$ cat src/rtl/excl_mon_pkg.sv
package excl_mon_pkg;
  typedef enum logic [1:0] {
    RESP_OKAY   = 2'b00,
    RESP_EXOKAY = 2'b01,
    RESP_SLVERR = 2'b10,
    RESP_DECERR = 2'b11
  } resp_e;
endpackage

$ cat src/rtl/excl_entry.sv
// One reservation slot: valid bit plus aligned address.
module excl_entry #(
  parameter int ADDR_W = 32
) (
  input  logic              clk,
  input  logic              rst_n,
  input  logic              arm_i,
  input  logic [ADDR_W-1:0] arm_addr_i,
  input  logic [ADDR_W-1:0] cmp_addr_i,
  input  logic              clr_i,
  output logic              valid_o,
  output logic              hit_o
);
  logic [ADDR_W-1:0] addr_q;

  assign hit_o = valid_o && (addr_q == cmp_addr_i);

  always_ff @(posedge clk or negedge rst_n) begin
    if (!rst_n) begin
      valid_o <= 1'b0;
      addr_q  <= '0;
    end else if (arm_i) begin
      valid_o <= 1'b1;
      addr_q  <= arm_addr_i;
    end else if (clr_i && hit_o) begin
      valid_o <= 1'b0;
    end
  end

  // arming takes the presented address
  assert_arm_records_R1: assert property (@(posedge clk) disable iff (!rst_n)
    arm_i |=> (valid_o && addr_q == $past(arm_addr_i)));

  // a committed matching write drops the slot unless re-armed
  assert_clear_drops_R3: assert property (@(posedge clk) disable iff (!rst_n)
    (clr_i && hit_o && !arm_i) |=> !valid_o);
endmodule

$ cat src/rtl/excl_verdict.sv
// Registers the per-write verdict.
module excl_verdict
  import excl_mon_pkg::*;
(
  input  logic       clk,
  input  logic       rst_n,
  input  logic       fire_i,
  input  logic       commit_i,
  input  logic       exok_i,
  output logic       vld_o,
  output logic       en_o,
  output logic [1:0] resp_o
);
  always_ff @(posedge clk or negedge rst_n) begin
    if (!rst_n) begin
      vld_o  <= 1'b0;
      en_o   <= 1'b0;
      resp_o <= RESP_OKAY;
    end else if (fire_i) begin
      vld_o  <= 1'b1;
      en_o   <= commit_i;
      resp_o <= exok_i ? RESP_EXOKAY : RESP_OKAY;
    end else begin
      vld_o  <= 1'b0;
      en_o   <= 1'b0;
      resp_o <= RESP_OKAY;
    end
  end

  // an EXOKAY verdict always lets the write through
  assert_exok_writes_R4: assert property (@(posedge clk) disable iff (!rst_n)
    (vld_o && resp_o == RESP_EXOKAY) |-> en_o);
endmodule

$ cat src/rtl/excl_monitor.sv
module excl_monitor #(
  parameter int ADDR_W = 32,
  parameter int ID_W   = 2,
  parameter int SIZE_W = 3
) (
  input  logic              clk,
  input  logic              rst_n,
  input  logic              ar_valid,
  input  logic              ar_ready,
  input  logic [ADDR_W-1:0] ar_addr,
  input  logic [ID_W-1:0]   ar_id,
  input  logic              ar_lock,
  input  logic [SIZE_W-1:0] ar_size,
  input  logic              aw_valid,
  input  logic              aw_ready,
  input  logic [ADDR_W-1:0] aw_addr,
  input  logic [ID_W-1:0]   aw_id,
  input  logic              aw_lock,
  input  logic [SIZE_W-1:0] aw_size,
  output logic              wr_valid,
  output logic              wr_en,
  output logic [1:0]        wr_resp
);
  localparam int N_ID = 1 << ID_W;

  function automatic logic [ADDR_W-1:0] align_f(input logic [ADDR_W-1:0] a,
                                                input logic [SIZE_W-1:0] s);
    logic [ADDR_W-1:0] m;
    m = '1;
    m = m << s;
    return a & m;
  endfunction

  logic              ar_fire, aw_fire;
  logic [ADDR_W-1:0] ar_key, aw_key;
  logic [N_ID-1:0]   ent_vld, ent_hit;
  logic              own_hit, commit, exok;

  assign ar_fire = ar_valid && ar_ready;
  assign aw_fire = aw_valid && aw_ready;
  assign ar_key  = align_f(ar_addr, ar_size);
  assign aw_key  = align_f(aw_addr, aw_size);
  assign own_hit = ent_hit[aw_id];
  assign commit  = aw_fire && (!aw_lock || own_hit);
  assign exok    = aw_fire && aw_lock && own_hit;

  for (genvar g = 0; g < N_ID; g++) begin : g_ent
    excl_entry #(.ADDR_W(ADDR_W)) u_ent (
      .clk        (clk),
      .rst_n      (rst_n),
      .arm_i      (ar_fire && ar_lock && (ar_id == ID_W'(g))),
      .arm_addr_i (ar_key),
      .cmp_addr_i (aw_key),
      .clr_i      (commit),
      .valid_o    (ent_vld[g]),
      .hit_o      (ent_hit[g])
    );
  end

  excl_verdict u_vrd (
    .clk      (clk),
    .rst_n    (rst_n),
    .fire_i   (aw_fire),
    .commit_i (commit),
    .exok_i   (exok),
    .vld_o    (wr_valid),
    .en_o     (wr_en),
    .resp_o   (wr_resp)
  );

  // failing exclusive write is blocked with OKAY
  assert_fail_blocks_R5: assert property (@(posedge clk) disable iff (!rst_n)
    (aw_fire && aw_lock && !own_hit) |=> (wr_valid && !wr_en && wr_resp == 2'b00));

  // plain write passes with OKAY
  assert_plain_write_R6: assert property (@(posedge clk) disable iff (!rst_n)
    (aw_fire && !aw_lock) |=> (wr_valid && wr_en && wr_resp == 2'b00));

  // plain read alone leaves the table untouched
  assert_plain_read_R7: assert property (@(posedge clk) disable iff (!rst_n)
    (ar_fire && !ar_lock && !aw_fire) |=> $stable(ent_vld));

  // verdict only after a write handshake
  assert_verdict_timing_R8: assert property (@(posedge clk) disable iff (!rst_n)
    !aw_fire |=> !wr_valid);
endmodule

$ cat config.mk
export PLATFORM = sky130hd
export DESIGN_NAME = excl_monitor
export DESIGN_NICKNAME = d
export VERILOG_FILES = /design/src/rtl/excl_mon_pkg.sv /design/src/rtl/excl_entry.sv /design/src/rtl/excl_verdict.sv /design/src/rtl/excl_monitor.sv
export SDC_FILE = /design/constraint.sdc
export NUM_CORES = 1
export LEC_CHECK = 0
export BUFFER_PORTS_ARGS = -buffer_cell sky130_fd_sc_hd__buf_2
export CORE_UTILIZATION = 40
export CTS_CLUSTER_DIAMETER = 40
export DETAILED_ROUTE_END_ITERATION = 12
export HOLD_SLACK_MARGIN = 0.03
export PLACE_DENSITY = 0.67
export SLEW_MARGIN = 20
export SYNTH_ARGS = -nofsm -noshare
export SYNTH_HDL_FRONTEND = slang
export SYNTH_SLANG_ARGS = --single-unit
$ cat constraint.sdc
create_clock -name clk -period 2.8 [get_ports clk]
set_clock_uncertainty 0.2 [all_clocks]
set_input_delay 0.42 -clock clk [delete_from_list [all_inputs] [get_ports clk]]
set_output_delay 0.42 -clock clk [all_outputs]
set_load 0.01 [all_outputs]
==> results.toml, run 1 <==
[synthesis]
synthTopCellsByArea = "dfrtp_1 49%, nand2_1 11%, xnor2_1 9.2%"
synthCells = 696
synth_nets = 778
synth_cell_type_count = 48
avgSynthCellArea_sq_um = 9.86
synth-edff-count = 0
synth_top_cell_area_share = 0.492
yosysWarnings = 0
synth_top_area_cell = "dfrtp_1"
ys.flop_type = "dfrtp_1"
async_flop_share = 1.00
yosys_register_bits = 135
seq_area_frac_synth = 0.492
netlist_area_sq_um = 6860

[detailed_routing]
drt_iter0_drc = 303
routedWlPerCell_microns = 18.2
met3_wirelength_microns = 877
drt_first_pass_iters = 4
m1WireLength_mm = 8.93
top_layer_used = "met4"
met2RoutedLength_mm = 9.25
ant_nets = 0
drcViolationCount = 0
vias_per_cell = 5.18
wl_mm = 19.5
vias = 5538

[critical_path]
critical_path.max_fanout = 3
critPathKind = "reg -> reg"
worstPathRequired_ps = 2910
crit_path_end_kind = "register"
cp-start-kind = "register"
reg2reg_setup_slack_ps = 90
arrival_ps = 2810

[clock_tree]
cts_buffer_depth = 2
clk_pin_slew_worst_paths_ps = 60
cts-root-buf = "clkbuf_16"
clk_latency_ps = 440
cts_tree = "yes"
htreeDepth = 4
clock_sinks = 135
numCtsBuffers = 17

[worst_hold_path]
hold_class = "in -> reg"

[placed_design]
dpl.hpwl_mm = 14.2
gp_congestion = 0.879
place_ws_ps = -164
dp_cells = 1020
place_area_sq_um = 7850
numPortBuffers = 84

[global_routing]
antenna_found_initial = 0
grtUsageTotal = 0.234
grt_pass1_vias = 5570
grt_overflow = 0
grt_pass1_wl_mm = 30.8
grt_max_degree = 68

[floorplan]
core_sq_um = 16600
die-area_sq_um = 17700
rows = 47
dieHeight_microns = 133
die_w_microns = 133
ios = 86
start_util = 0.412

[timing]
rsz0062_at_grt = "no"
timing.fmax_ghz = 0.369
fin_crit_sh = 0.967
tightest_slew_ps = 538
setup_viol = 0
finalHoldViolCount = 0
drv_slew = 0
fin_hold_ws_ps = 41.6
layout_min_cycle_time_ps = 2710
timing.slew.headroom = 0.641
setup_ws_ps = 93.1

[power_and_ir_drop]
power_switching_w = 0.00187
p_int_w = 0.00422
total_power_w = 0.00609
powerDensity_nw_per_um2 = 706
swShare = 0.306
seqPwrFrac = 0.428
power_leakage_nw = 4.02
worst_ir_drop_vdd_v = 0.000472
comb_power_share = 0.212
p_clk_frac = 0.359

[final_layout]
layout-drive-gt1-share = 0.260
fin_nets = 919
mostFrequentLayoutCell = "nand2_1"
syn_to_final_growth_pct = 25.6
finalNonFillerCells = 1070
num-fill-cells = 1507
insertedDiodeCount = 0
final_cell_mix = "200 x nand2_1, 135 x dfrtp_1, 83 x buf_2"
fin_area_sq_um = 8620

[run_status]
status = "finished, final reports clean"

[flow_run]
cap_violations = 0
-- cells in the mapped netlist, types with 8 or more instances --
library cell / number
nand2_1: 200
dfrtp_1: 135
xor2_1: 48
inv_1: 8
nor4_1: 19
nand4_1: 27
mux2_2: 50
o21ai_0: 32
clkbuf_1: 18
xnor2_1: 72
nor2_1: 8
nand3_1: 9
-- layout make-up --
type,count,area [sq um],area share
well taps,220,275,0.0319
clock inverters,12,118,0.0136
repair buffers,149,985,0.114
flip-flops and latches,135,3380,0.392
multi-input cells,526,3380,0.392
clock buffers,20,457,0.0530
inverters,8,30.0,0.00348
-- stage by stage --
step | setup TNS (ps) | util
after floorplan | 0 | -
after global placement | -254 | 0.472
after detailed placement | -268 | 0.472
after CTS | 0 | 0.517
after global routing | 0 | 0.518
final | 0 | 0.518
-- registers in the layout, indices dropped and copies added (netlist names) --
name and cells:
g_ent.u_ent.addr_q 128, g_ent.u_ent.valid_o 4, u_vrd.en_o 1, u_vrd.resp_o 1, u_vrd.vld_o 1
-- cells by family (layout without fill, tap and decap cells) --
kind of cell    after synthesis  after routing  share of synthesized area
simple gates                290            290                      0.191
flops                       135            135                      0.492
xor+xnor                    120            120                      0.153
compound gates               65             65                     0.0607
mux                          50             50                     0.0820
buf+inv                      35            189                     0.0206
other cells                   1              1                   0.000546
-- worst max-delay path, stage by stage, from the launching register on --
cell and delay [ps]:
dfrtp_1 390, xnor2_1 240, nand4_1 130, or4_1 460, or4_4 460, o221a_4 260
a2111oi_2 350, o21ai_1 90
-- worst paths after layout --
| path | cells past startpoint | start | end |
|---|---|---|---|
| min | 3 | ar_addr[27] | g_ent[0].u_ent.addr_q[27] |
| min reg2reg | 1 | g_ent[0].u_ent.valid_o | g_ent[0].u_ent.valid_o |
| min in group asynchronous | 2 | rst_n | g_ent[2].u_ent.addr_q[27] |
| max | 7 | g_ent[2].u_ent.addr_q[15] | g_ent[3].u_ent.valid_o |
| max in group asynchronous | 3 | rst_n | g_ent[2].u_ent.addr_q[10] |
| max reg2reg | 7 | g_ent[2].u_ent.addr_q[15] | g_ent[3].u_ent.valid_o |
-- power by group through the flow --
stage               sequential [W]  clock, W  combinational [W]
global route               0.00265   0.00230            0.00141
floorplan                  0.00257         0           0.000791
detailed placement         0.00264         0            0.00126
global placement           0.00262         0            0.00124
finish                     0.00261   0.00219            0.00129
CTS                        0.00261   0.00222            0.00129
-- what timing repair did --
action                     CTS  global route
buffers inserted             0             0
hold buffers                18             0
gates resized for setup      0             4
hold endpoints to repair    55             0
setup endpoints to repair    0             4
-- per-layer routing --
| layer | GRT usage | vias up |
|---|---|---|
| li1 | - | 2647 |
| met1 | 0.313 | 2721 |
| met2 | 0.378 | 138 |
| met3 | 0.0429 | 32 |
| met4 | 0.0830 | 0 |
| met5 | 0 | - |
Note: power is estimated with default switching activity, not from simulation.
==> inputs of run 2 (changes only) <==
--- a/config.mk
+++ b/config.mk
@@ -6,11 +6,11 @@
 export NUM_CORES = 1
 export LEC_CHECK = 0
 export BUFFER_PORTS_ARGS = -buffer_cell sky130_fd_sc_hd__buf_2
-export CORE_UTILIZATION = 40
+export CORE_UTILIZATION = 58
 export CTS_CLUSTER_DIAMETER = 40
 export DETAILED_ROUTE_END_ITERATION = 12
 export HOLD_SLACK_MARGIN = 0.03
-export PLACE_DENSITY = 0.67
+export PLACE_DENSITY = 0.88
 export SLEW_MARGIN = 20
 export SYNTH_ARGS = -nofsm -noshare
 export SYNTH_HDL_FRONTEND = slang
==> results.toml, run 2 (synthesis gave the netlist of run 1 again) <==
[global_routing]
grtUsageTotal = 0.345
antenna_found_initial = 0
grt_overflow = 0
grt_max_degree = 66
grt_pass1_vias = 6059
grt_pass1_wl_mm = 31.9

[detailed_routing]
vias_per_cell = 5.93
drt_first_pass_iters = 6
drcViolationCount = 0
routedWlPerCell_microns = 20.3
wl_mm = 19.8
vias = 5785
met2RoutedLength_mm = 9.32
ant_nets = 0
drt_iter0_drc = 597
top_layer_used = "met4"
met3_wirelength_mm = 1.42
m1WireLength_mm = 8.00

[timing]
timing.fmax_ghz = 0.369
layout_min_cycle_time_ps = 2710
rsz0062_at_grt = "no"
setup_viol = 0
setup_ws_ps = 91.4
tightest_slew_ps = 690
finalHoldViolCount = 0
timing.slew.headroom = 0.540
drv_slew = 0
fin_crit_sh = 0.967
fin_hold_ws_ps = 41.9

[floorplan]
ios = 86
rows = 39
die_w_microns = 111
core_sq_um = 11500
start_util = 0.599
dieHeight_microns = 111
die-area_sq_um = 12300

[placed_design]
dpl.hpwl_mm = 14.1
gp_congestion = 0.969
numPortBuffers = 84
place_ws_ps = -172

[critical_path]
crit_path_end_kind = "register"
worstPathRequired_ps = 2910
critPathKind = "reg -> reg"
arrival_ps = 2820
cp_cell_sequence = "xnor2_1, nand2_1, or4_4, or4_4, o221a_4, a2111oi_2, o21ai_1"
path_common_cell = "or4_4"
cp-start-kind = "register"
slowest_delay_ps = 560
critical_path.max_fanout = 2
crit_slowest_cell = "or4_4"

[flow_run]
cap_violations = 0

[clock_tree]
clk_latency_ps = 430
cts-root-buf = "clkbuf_16"
cts_tree = "yes"
clock_sinks = 135
numCtsBuffers = 17
htreeDepth = 4
cts_buffer_depth = 2
clk_pin_slew_worst_paths_ps = 60

[final_layout]
final_cell_mix = "200 x nand2_1, 135 x dfrtp_1, 83 x buf_2"
mostFrequentLayoutCell = "nand2_1"
register_area_sq_um = 3380
fin_nets = 902
largest_reg_flops = 128
max_flop_register = "g_ent.u_ent.addr_q"
top_regs = "g_ent.u_ent.addr_q x128, g_ent.u_ent.valid_o x4"
syn_to_final_growth_pct = 22.4
multi_input_area_sq_um = 3400
insertedDiodeCount = 0
num-fill-cells = 759
layout-drive-gt1-share = 0.256

[worst_hold_path]
hold_class = "in -> reg"

[power_and_ir_drop]
comb_power_share = 0.213
total_power_w = 0.00613
swShare = 0.308
seqPwrFrac = 0.428
power_leakage_nw = 3.95
worst_ir_drop_vdd_v = 0.000601
power_switching_w = 0.00189
p_int_w = 0.00424
powerDensity_nw_per_um2 = 730
p_clk_frac = 0.359

[run_status]
status = "finished, final reports clean"
-- run 2: cell types whose count changed in the layout (fill, tap and decap cells not counted), moves of 2 or more --
cell	change
buf_4	-10
dlygate4sd3_1	-6
clkbuf_8	-2
clkinv_2	+2
-- run 2: worst paths after layout --
path	start	to	slack, ps	cells after the start
max	g_ent[2].u_ent.addr_q[10]	g_ent[3].u_ent.valid_o	90	7
min	ar_addr[15]	g_ent[0].u_ent.addr_q[15]	40	3
max reg2reg	g_ent[2].u_ent.addr_q[10]	g_ent[3].u_ent.valid_o	90	7
min reg2reg	g_ent[0].u_ent.addr_q[14]	g_ent[0].u_ent.addr_q[14]	300	2
max in group asynchronous	rst_n	g_ent[1].u_ent.addr_q[15]	1250	3
min in group asynchronous	rst_n	g_ent[2].u_ent.addr_q[2]	370	2
-- run 2: timing repair --
item,CTS,global route
setup buffers,0,1
endpoints found under the setup margin,1,4
hold buffers,12,0
pin swaps,0,1
cloned,0,0
gates resized for setup,1,6
endpoints found under the hold margin,63,0
-- run 2: worst max-delay path, delay by kind of cell (launching register included) --
kind,cells,cell delay [ps]
and+or+nand+nor,3,1110
DFF,1,400
xor gates and xnor gates,1,180
AOI/OAI and AO/OA,3,710
-- run 2: stage by stage --
stage                     utilization  area [sq um]  setup TNS (ps)  instances
final                           0.733          8400               0        976
after global placement          0.668          7660            -263        931
after CTS                       0.729          8360               0        975
after detailed placement        0.668          7660            -411        931
after floorplan                     -          6870               0        696
after global routing            0.733          8400               0        976
-- run 2: power groups by stage --
stage | Combinational, W | Clock [W] | Sequential (W)
after floorplan | 0.000791 | 0 | 0.00257
after global placement | 0.00119 | 0 | 0.00261
after detailed placement | 0.00125 | 0 | 0.00264
after CTS | 0.00128 | 0.00222 | 0.00262
after global routing | 0.00141 | 0.00231 | 0.00266
final | 0.00130 | 0.00220 | 0.00262
-- run 2: layout make-up --
| type | instances | area share |
|---|---|---|
| tap | 143 | 0.0213 |
| timing repair buffer | 132 | 0.0998 |
| clock buffer | 18 | 0.0511 |
| multi-input combinational | 526 | 0.404 |
| inverter | 8 | 0.00357 |
| sequential | 135 | 0.402 |
| clock inverter | 14 | 0.0179 |
-- run 2: layer usage --
layer	vias up	track usage
met2	294	0.548
met3	79	0.0820
li1	2615	-
met5	-	0
met4	0	0.215
met1	2797	0.425
